==> config.mk <==
export PLATFORM = sky130hd
export DESIGN_NAME = dram_ctrl
export DESIGN_NICKNAME = d
export VERILOG_FILES = /design/src/rtl/dram_ctrl_pkg.sv /design/src/rtl/dram_rp_timer.sv /design/src/rtl/dram_ref_timer.sv /design/src/rtl/dram_addr_mux.sv /design/src/rtl/dram_ctrl.sv
export SDC_FILE = /design/constraint.sdc
export NUM_CORES = 1
export LEC_CHECK = 0
export CAP_MARGIN = 5
export CELL_PAD_IN_SITES_DETAIL_PLACEMENT = 0
export CELL_PAD_IN_SITES_GLOBAL_PLACEMENT = 1
export CORE_ASPECT_RATIO = 0.5
export CORE_MARGIN = 4
export CORE_UTILIZATION = 42
export DETAILED_ROUTE_END_ITERATION = 7
export PLACE_DENSITY = 0.77
export SLEW_MARGIN = 20
export SYNTH_ARGS = -nofsm -noshare
export SYNTH_HDL_FRONTEND = slang
export SYNTH_SLANG_ARGS = --single-unit
==> constraint.sdc <==
create_clock -name clk_i -period 2.25 [get_ports clk_i]
set_clock_uncertainty 0.1 [all_clocks]
set_input_delay 0.3375 -clock clk_i [delete_from_list [all_inputs] [get_ports clk_i]]
set_output_delay 0.3375 -clock clk_i [all_outputs]
set_load 0.005 [all_outputs]
==> src/rtl/dram_ctrl_pkg.sv <==
package dram_ctrl_pkg;

  typedef enum logic [2:0] {
    ST_IDLE,
    ST_RCD,
    ST_CAS,
    ST_OPEN,
    ST_ROR,
    ST_CBR_C,
    ST_CBR_R
  } dram_st_e;

  typedef enum logic [2:0] {
    SEL_IN_ROW,
    SEL_Q_ROW,
    SEL_IN_COL,
    SEL_Q_COL,
    SEL_REF
  } addr_sel_e;

endpackage

==> src/rtl/dram_rp_timer.sv <==
module dram_rp_timer #(
  parameter int T_RP = 3
) (
  input  logic clk_i,
  input  logic rst_ni,
  input  logic ras_n_i,
  output logic rp_ok_o
);
  localparam int W = $clog2(T_RP + 1);

  logic [W-1:0] cnt_q;

  always_ff @(posedge clk_i or negedge rst_ni) begin
    if (!rst_ni) cnt_q <= '0;
    else if (!ras_n_i) cnt_q <= '0;
    else if (cnt_q != W'(T_RP)) cnt_q <= cnt_q + 1'b1;
  end

  // current cycle counts too, hence T_RP-1
  assign rp_ok_o = ras_n_i && (cnt_q >= W'(T_RP - 1));
endmodule

==> src/rtl/dram_ref_timer.sv <==
module dram_ref_timer #(
  parameter int INTERVAL = 512,
  parameter int ROW_W    = 4
) (
  input  logic             clk_i,
  input  logic             rst_ni,
  input  logic             done_i,
  input  logic             row_inc_i,
  output logic             pend_o,
  output logic [ROW_W-1:0] row_o
);
  localparam int TW = (INTERVAL > 2) ? $clog2(INTERVAL) : 1;

  logic [TW-1:0]    tmr_q;
  logic             pend_q;
  logic [ROW_W-1:0] row_q;
  logic             wrap;

  assign wrap = (tmr_q == TW'(INTERVAL - 1));

  always_ff @(posedge clk_i or negedge rst_ni) begin
    if (!rst_ni) begin
      tmr_q  <= '0;
      pend_q <= 1'b0;
      row_q  <= '0;
    end else begin
      tmr_q <= wrap ? '0 : tmr_q + 1'b1;
      if (done_i) pend_q <= 1'b0;
      if (wrap) pend_q <= 1'b1;
      if (done_i && row_inc_i) row_q <= row_q + 1'b1;
    end
  end

  assign pend_o = pend_q;
  assign row_o  = row_q;
endmodule

==> src/rtl/dram_addr_mux.sv <==
module dram_addr_mux
  import dram_ctrl_pkg::*;
#(
  parameter int ROW_W = 4,
  parameter int COL_W = 4,
  parameter int AW    = ROW_W + COL_W,
  parameter int DA_W  = (ROW_W > COL_W) ? ROW_W : COL_W
) (
  input  logic [AW-1:0]    in_addr_i,
  input  logic [AW-1:0]    q_addr_i,
  input  logic [ROW_W-1:0] ref_row_i,
  input  addr_sel_e        sel_i,
  output logic [DA_W-1:0]  dram_addr_o
);
  logic [DA_W-1:0] in_row, q_row, in_col, q_col, ref_row;

  assign in_row  = DA_W'(in_addr_i[AW-1:COL_W]);
  assign q_row   = DA_W'(q_addr_i[AW-1:COL_W]);
  assign in_col  = DA_W'(in_addr_i[COL_W-1:0]);
  assign q_col   = DA_W'(q_addr_i[COL_W-1:0]);
  assign ref_row = DA_W'(ref_row_i);

  always_comb begin
    unique case (sel_i)
      SEL_IN_ROW: dram_addr_o = in_row;
      SEL_Q_ROW:  dram_addr_o = q_row;
      SEL_IN_COL: dram_addr_o = in_col;
      SEL_Q_COL:  dram_addr_o = q_col;
      SEL_REF:    dram_addr_o = ref_row;
      default:    dram_addr_o = q_row;
    endcase
  end
endmodule

==> src/rtl/dram_ctrl.sv <==
module dram_ctrl
  import dram_ctrl_pkg::*;
#(
  parameter int ROW_W   = 4,
  parameter int COL_W   = 4,
  parameter int T_RP    = 3,
  parameter int T_RCD   = 2,  // must be >= 2: last cycle previews the column
  parameter int T_CAS   = 2,
  parameter int T_RAS   = 4,
  parameter int IDLE_TO = 8,
  parameter int REF_INT = 512,
  parameter int AW      = ROW_W + COL_W,
  parameter int DA_W    = (ROW_W > COL_W) ? ROW_W : COL_W
) (
  input  logic            clk_i,
  input  logic            rst_ni,
  input  logic            ref_mode_i,
  input  logic            req_valid_i,
  output logic            req_ready_o,
  input  logic            req_we_i,
  input  logic [AW-1:0]   req_addr_i,
  input  logic            req_wdata_i,
  output logic            rsp_valid_o,
  output logic            rsp_rdata_o,
  output logic            dram_ras_no,
  output logic            dram_cas_no,
  output logic            dram_we_no,
  output logic [DA_W-1:0] dram_addr_o,
  input  logic            dram_dq_i,
  output logic            dram_dq_o,
  output logic            dram_dq_oe_o
);
  localparam int TMAX = (T_RCD > T_CAS) ? ((T_RCD > T_RAS) ? T_RCD : T_RAS)
                                        : ((T_CAS > T_RAS) ? T_CAS : T_RAS);
  localparam int CW = $clog2(TMAX + 1);
  localparam int IW = $clog2(IDLE_TO + 1);

  dram_st_e         st_q, st_d;
  logic [CW-1:0]    cnt_q, cnt_d;
  logic [IW-1:0]    idle_q;
  logic [AW-1:0]    addr_q;
  logic             we_q, wd_q, rd_q, rsp_q;
  logic             lat, cap, ref_done, ready;
  logic             rp_ok, ref_pend, hit, idle_exp;
  logic [ROW_W-1:0] ref_row;
  addr_sel_e        sel;

  dram_rp_timer #(.T_RP(T_RP)) u_rp (
    .clk_i  (clk_i),
    .rst_ni (rst_ni),
    .ras_n_i(dram_ras_no),
    .rp_ok_o(rp_ok)
  );

  dram_ref_timer #(.INTERVAL(REF_INT), .ROW_W(ROW_W)) u_ref (
    .clk_i    (clk_i),
    .rst_ni   (rst_ni),
    .done_i   (ref_done),
    .row_inc_i(st_q == ST_ROR),
    .pend_o   (ref_pend),
    .row_o    (ref_row)
  );

  dram_addr_mux #(.ROW_W(ROW_W), .COL_W(COL_W), .AW(AW), .DA_W(DA_W)) u_mux (
    .in_addr_i  (req_addr_i),
    .q_addr_i   (addr_q),
    .ref_row_i  (ref_row),
    .sel_i      (sel),
    .dram_addr_o(dram_addr_o)
  );

  assign hit      = (req_addr_i[AW-1:COL_W] == addr_q[AW-1:COL_W]);
  assign idle_exp = (idle_q >= IW'(IDLE_TO - 1));

  always_comb begin
    st_d     = st_q;
    cnt_d    = (cnt_q != '0) ? cnt_q - 1'b1 : '0;
    lat      = 1'b0;
    cap      = 1'b0;
    ref_done = 1'b0;
    ready    = 1'b0;
    unique case (st_q)
      ST_IDLE: begin
        if (ref_pend) begin
          if (rp_ok) begin
            if (ref_mode_i) begin
              st_d  = ST_CBR_C;
              cnt_d = '0;
            end else begin
              st_d  = ST_ROR;
              cnt_d = CW'(T_RAS - 1);
            end
          end
        end else if (req_valid_i && rp_ok) begin
          ready = 1'b1;
          lat   = 1'b1;
          st_d  = ST_RCD;
          cnt_d = CW'(T_RCD - 1);
        end
      end
      ST_RCD: begin
        if (cnt_q == '0) begin
          st_d  = ST_CAS;
          cnt_d = CW'(T_CAS - 1);
        end
      end
      ST_CAS: begin
        if (cnt_q == '0) begin
          cap  = !we_q;
          st_d = ST_OPEN;
        end
      end
      ST_OPEN: begin
        if (ref_pend || idle_exp) begin
          st_d = ST_IDLE;
        end else if (req_valid_i) begin
          if (hit) begin
            ready = 1'b1;
            lat   = 1'b1;
            st_d  = ST_CAS;
            cnt_d = CW'(T_CAS - 1);
          end else begin
            st_d = ST_IDLE;
          end
        end
      end
      ST_ROR: begin
        if (cnt_q == '0) begin
          ref_done = 1'b1;
          st_d     = ST_IDLE;
        end
      end
      ST_CBR_C: begin
        st_d  = ST_CBR_R;
        cnt_d = CW'(T_RAS - 1);
      end
      ST_CBR_R: begin
        if (cnt_q == '0) begin
          ref_done = 1'b1;
          st_d     = ST_IDLE;
        end
      end
      default: st_d = ST_IDLE;
    endcase
  end

  // address shown one cycle ahead of each strobe edge
  always_comb begin
    unique case (st_q)
      ST_IDLE:  sel = (ref_pend && !ref_mode_i) ? SEL_REF : SEL_IN_ROW;
      ST_RCD:   sel = (cnt_q == '0) ? SEL_Q_COL : SEL_Q_ROW;
      ST_CAS:   sel = SEL_Q_COL;
      ST_OPEN:  sel = SEL_IN_COL;
      ST_ROR:   sel = SEL_REF;
      default:  sel = SEL_Q_ROW;
    endcase
  end

  always_ff @(posedge clk_i or negedge rst_ni) begin
    if (!rst_ni) begin
      st_q   <= ST_IDLE;
      cnt_q  <= '0;
      idle_q <= '0;
      addr_q <= '0;
      we_q   <= 1'b0;
      wd_q   <= 1'b0;
      rd_q   <= 1'b0;
      rsp_q  <= 1'b0;
    end else begin
      st_q   <= st_d;
      cnt_q  <= cnt_d;
      idle_q <= (st_q == ST_OPEN && st_d == ST_OPEN) ? idle_q + 1'b1 : '0;
      rsp_q  <= cap;
      if (cap) rd_q <= dram_dq_i;
      if (lat) begin
        addr_q <= req_addr_i;
        we_q   <= req_we_i;
        wd_q   <= req_wdata_i;
      end
    end
  end

  assign dram_ras_no  = !(st_q inside {ST_RCD, ST_CAS, ST_OPEN, ST_ROR, ST_CBR_R});
  assign dram_cas_no  = !(st_q inside {ST_CAS, ST_CBR_C, ST_CBR_R});
  assign dram_we_no   = !(st_q == ST_CAS && we_q);
  assign dram_dq_oe_o = (st_q == ST_CAS) && we_q;
  assign dram_dq_o    = wd_q;
  assign req_ready_o  = ready;
  assign rsp_valid_o  = rsp_q;
  assign rsp_rdata_o  = rd_q;
endmodule

# Yosys cells after proc, flatten, opt, wreduce, memory -nomap -nowiden
# Cells that the tools add are included.
[word_totals] ff_bits=38 input_bits=15 output_inout_bits=12 wordCells=94
[classes] add_sub_neg=5 magnitude_cmp=2 n_eq_ne=13 n_mux=41 reduce_logical=21
[ops] cell="$mux W3" count=17
[ops] cell="$pmux W3 S6" count=1
[ops] cell="$pmux W4 S4" count=1
[ops] cell="$eq A3 B2 Y1 const B" count=5
[ops] cell="$pmux W3 S5" count=1
[ops] cell="$eq A3 B3 Y1 const B" count=4
[ops] cell="$mux W1" count=12
[ops] cell="$pmux W3 S4" count=1
[ops] cell="$mux W2" count=5
[ops] cell="$add A9 B1 Y9 const B" count=1
[ops] cell="$eq A9 B9 Y1 const B" count=1
[ops] cell="$logic_not A3 Y1" count=3
[ops] cell="$mux W9" count=1
[ops] cell="$add A4 B1 Y4 const B" count=2
[ops] cell="$logic_and A1 B1 Y1" count=6
[ops] cell="$reduce_bool A3 Y1" count=2
[ops] cell="$logic_not A1 Y1" count=5
[ops] cell="$reduce_bool A5 Y1" count=1
[ops] cell="$eq A4 B4 Y1" count=1
[ops] cell="$ge A4 B3 Y1 const B" count=1
[ops] cell="$mux W4" count=1
[ops] cell="$reduce_bool A2 Y1" count=2
[ops] cell="$eq A3 B1 Y1 const B" count=1
[ops] cell="$sub A3 B1 Y3 const B" count=1
[ops] cell="6 further kinds" count=6

# Longest topological paths before layout
[depth] word_depth=11 mapped_depth=7 depth_no_buf=6

# Cells and area by module
# A second synthesis with hierarchy kept.
[hier_totals] cells_unflattened=207 area_unflattened_um2=2144.6
[modules_own_cells] mod="dram_ctrl" n_inst=1 cells_per_inst=115 area_each_um2=1177.4 seq_area_each_um2=550.5
[modules_own_cells] mod="dram_ref_timer" n_inst=1 cells_per_inst=53 area_each_um2=605.6 seq_area_each_um2=350.3
[modules_own_cells] mod="dram_addr_mux" n_inst=1 cells_per_inst=28 area_each_um2=239.0 seq_area_each_um2=0.0
[modules_own_cells] mod="dram_rp_timer" n_inst=1 cells_per_inst=11 area_each_um2=122.6 seq_area_each_um2=50.0

# Least setup slack after synthesis
# OpenSTA, ideal clock, no wires.
[synth_timing] path_type="reg-to-output" start="reg st_q[0]" end="out req_ready_o" t_arrival_ns=1.448 required_ns=1.812 path_slack_ns=0.365 stages_incl_launch_ff=6 path_buffers=2 path_cell_list="dfrtp_1 > buf_6 > or2_4 > or4_4 > buf_6 > nand2_1"
[synth_between] elab_chain_len=8 elab_cells_between_ends=13 cone_classes="eq/ne (5); mux (3); reduce/logical (5)"
[synth_lines] item="start: declaration" line="dram_ctrl.sv:38" source="dram_st_e st_q, st_d;"
[synth_lines] item="start signal: assignment" line="dram_ctrl.sv:170" source="st_q <= st_d;"
[synth_lines] item="$eq A3 B1 Y1 (tied with other cells)" line="dram_ctrl.sv:183" source="assign dram_ras_no = !(st_q inside {ST_RCD, ST_CAS, ST_OPEN, ST_ROR, ST_CBR_R});"
[synth_lines] item="$reduce_bool A5 Y1" line="dram_ctrl.sv:183"
[synth_lines] item="$logic_not A1 Y1" line="dram_ctrl.sv:183"
[synth_lines] item="$logic_and A1 B1 Y1" line="dram_rp_timer.sv:20" source="assign rp_ok_o = ras_n_i && (cnt_q >= W'(T_RP - 1));"
[synth_lines] item="$logic_and A1 B1 Y1" line="dram_ctrl.sv:94" source="end else if (req_valid_i && rp_ok) begin"
[synth_lines] item="$mux W1" line="dram_ctrl.sv:94"
[synth_lines] item="$mux W1" line="dram_ctrl.sv:84" source="if (ref_pend) begin"
[synth_lines] item="$pmux W1 S2 (*)" line="dram_ctrl.sv:82" source="unique case (st_q)"
[synth_lines] item="end: declaration" line="dram_ctrl.sv:19" source="output logic req_ready_o,"
# Every way passes the cells marked *; elsewhere a longest branch is shown, timed or not.

# Worst setup path after layout
[layout_timing] start="reg st_q[1]" end="out dram_addr_o[3]"
[layout_between] elab_chain_len=4 elab_cells_between_ends=11 cone_classes="eq/ne (7); mux (2); reduce/logical (2)"
[layout_lines] item="$eq A3 B3 Y1 (tied with other cells)" line="dram_ctrl.sv:149" source="unique case (st_q)"
[layout_lines] item="$pmux W3 S5 (*)" line="dram_ctrl.sv:149"
[layout_lines] item="$eq A3 B3 Y1 (tied with other cells)" line="dram_addr_mux.sv:24" source="unique case (sel_i)"
[layout_lines] item="$pmux W4 S4 (*)" line="dram_addr_mux.sv:24"
[layout_lines] item="end: declaration" line="dram_ctrl.sv:28" source="output logic [DA_W-1:0] dram_addr_o,"
# Marked as above.

==> metrics.md <==
| Metric | Value |
|---|---|
| Register-to-register setup slack | 170 ps |
| Routed len/inst | 15.5 um |
| First-pass GRT wire length | 9.98 mm |
| Reg clk slew, reported paths | 80 ps |
| Top cell type's share of synthesized area | 43.7% |
| Synthesized flop and latch total | 38 |
| Min-delay src | u_ref.tmr_q[0] |
| Die Y | 58.9 um |
| Routed via count | 2004 |
| Slew @ Worst Pin | 765 ps |
| Total grt overflow | 0 |
| Final period util | 100% |
| Leading area contributor after synthesis | dfrtp_1 |
| # H-tree levels | 2 |
| CTS Buf Count | 5 |
| Core box area | 4980 um^2 |
| Max-slew violation count | 0 |
| Worst-Skew Late Latency | 300 ps |
| Async SR Flop Fraction | 100% |
| Max IR drop VDD | 394 uV |
| WL final | 5.88 mm |
| Largest net degree at the start of global routing | 16 |
| Power Density | 1020 nW/um^2 |
| Area of the multi-input gates | 1200 um^2 |
| Antenna violations before repair | 0 |
| Worst setup startpoint | st_q[1] |
| DIE AREA | 6470 um^2 |
| P_leak | 1.39 nW |
| Synth top cells by count | 38 x dfrtp_1, 28 x nand2_1, 26 x nor2_1 |
| Hold slack | 365 ps |
| DP HPWL | 4.24 mm |
| Clk sink count | 38 |
| Die X | 110 um |
| Row count | 18 |
| Failing checks | setup timing |
| R2r endpoint | st_q[0] |
| Reg2Reg Launch Point | st_q[0] |
| Area contributors post-synth | dfrtp_1 44%, nand2_1 4.8%, nor2_1 4.5%, and2_1 4.3%, a221o_1 3.7% |
| Share of cells above drive strength 1 | 28.4% |
| Root Buffer | clkbuf_8 |
| # fillers | 440 |
| Finish-stage setup viols | 1 |
| Post-synth EDFFs | 0 |
| Worst Setup Path Type | flip-flop to output pin |
| Drt drc | 0 |
| Total global-route track usage | 20.0% |
| Worst min-delay path category | flip-flop to flip-flop |
| Layout area overhead | 38.8% |
| Max-Cap Viols | 0 |
| Vias in the first global route | 2113 |
| WHS Endpoint | u_ref.tmr_q[0] |
| CP Capture Type | output pin |
| Register area share after synthesis | 43.7% |
| Final hold vios | 0 |
| Main flop type after synthesis | dfrtp_1 |
| Slowest cell on crit path | dfrtp_2 |
| Final #Nets | 330 |
| CP startpoint kind | flip-flop |
| PnR worst setup slack | -0.511 ps |
| 1st-pass router iterations | 4 |
| Slowest stage delay, CP | 450 ps |
| Yosys cell types | 47 |
| Register area | 955 um^2 |
| Antenna-violating nets left | 0 |
| Tmin final | 2250 ps |
| Reg2Reg Depth | 6 |
| Gpl congestion | 0.889 |
| Max clock buf depth | 2 |
| Most frequent CP cell | a221o_1 |
| Status | complete, but fails checks |
| Slew margin rel. | 47.7% |
| Mapped Cells | 238 |
| WHS Path Cells | 1 |
| F_max | 0.444 GHz |
| Worst EP required | 1810 ps |
| CTS tree | yes |
| Ports | 27 |
| RSZ-0062 raised after global routing | yes |
| Count leader, synth | dfrtp_1 |
| Drt initial violations | 88 |
| Number of port buffers | 26 |
| Initial Util | 43.8% |
| Number of diodes | 0 |
| Crit-path max FO | 5 |
| Mapped Nets | 259 |
| Crit path DAT | 1810 ps |
| Vias per inst | 5.27 |
| Avg Inst Size Synth | 9.15 um^2 |
| Mapped Area | 2180 um^2 |
| Ys Warns | 0 |
| Pre-CTS WS | -475 ps |
| Crit-path cells | and3b_2 > and2_4 > a221o_1 > a221o_1 > buf_2 |
-- worst max-delay path by stage --
| stage | to | slack, ps | cells after the start |
|---|---|---|---|
| final | dram_addr_o[3] | -0.5 | 5 |
| after floorplan | req_ready_o | 360 | 5 |
| after detailed placement | dram_addr_o[3] | -470 | 6 |
| after CTS | req_ready_o | -10 | 5 |
| after global placement | dram_addr_o[0] | -450 | 6 |
| after global routing | dram_addr_o[3] | -80 | 5 |
-- layout make-up --
class,instances,share of cell area (%)
clock inverters,3,2.28
flip-flops and latches,38,31.6
repair buffers,75,20.0
multi-input cells,180,39.8
clock buffers,5,2.28
well taps,70,2.90
inverters,9,1.12
-- report_power, final --
part           switching, mW  internal [mW]  leakage [nW]
Combinational          0.688          0.752         0.830
Sequential             0.123          0.826         0.489
Clock                  0.266          0.444        0.0683
-- critical path: cells and delay by family, from the launching register on --
| family | cells | cell delay (ps) |
|---|---|---|
| buffers and inverters | 1 | 130 |
| AND/OR/NAND/NOR | 2 | 400 |
| flip-flops | 1 | 450 |
| AO/OA/AOI/OAI | 2 | 540 |
-- metal layers --
| layer | up-vias | global-route usage [%] | wire length (um) |
|---|---|---|---|
| met5 | - | 0 | 0 |
| met4 | 0 | 6.22 | 46 |
| met3 | 7 | 5.81 | 407 |
| met2 | 58 | 31.6 | 2620 |
| met1 | 948 | 26.6 | 2810 |
| li1 | 991 | - | - |
-- layout by cell type (no fill, tap or decap), drive strengths merged, types with 3 or more instances in the layout --
cell type and n:
ha 6, buf 54, a221o 8, nand3 5, xor2 5, nand4 11
inv 9, o21ai 8, nor3 7, clkbuf 5, o211ai 9, nor2 26
or3 4, a21oi 8, a21boi 3, nand2 28, xnor2 7, dlygate4sd2 5
clkdlybuf4s50 15, nand2b 4, and2 15, dfrtp 38
-- logic make-up after synthesis --
kind of cell	share of synthesized area [%]
and+or+nand+nor	26.8
AOI/OAI and AO/OA	15.9
DFF	43.7
buffers and inverters	4.42
xor gates and xnor gates	4.82
adders and majority gates	3.45
muxes	1.03
-- what timing repair did --
action,in CTS,in global routing
buffers inserted,4,1
hold buffers,1,0
setup endpoints to repair,9,5
gates resized for setup,45,6
hold endpoints to repair,13,0
pin swaps,7,7
gates cloned,0,0
-- stage by stage --
stage	utilization (%)	instance area [um^2]	TNS (ps)	cells	total power [mW]
after global routing	60.8	3020	-248	380	3.31
after floorplan	-	2180	0	238	1.64
after global placement	55.9	2780	-2040	366	2.28
final	60.8	3020	-0.511	380	3.10
after CTS	60.5	3010	-12.3	379	3.09
after detailed placement	55.9	2780	-2060	366	2.31
-- flip-flops by register name, summed over array words and instances, names as in the netlist --
| name | flops |
|---|---|
| u_rp.cnt_q | 2 |
| u_ref.tmr_q | 9 |
| u_ref.pend_o | 1 |
| st_q | 3 |
| idle_q | 4 |
| rsp_valid_o | 1 |
| addr_q | 8 |
| u_ref.row_o | 4 |
| dram_dq_o | 1 |
| we_q | 1 |
| cnt_q | 3 |
| rsp_rdata_o | 1 |
Power figures use the tool's default switching activity.
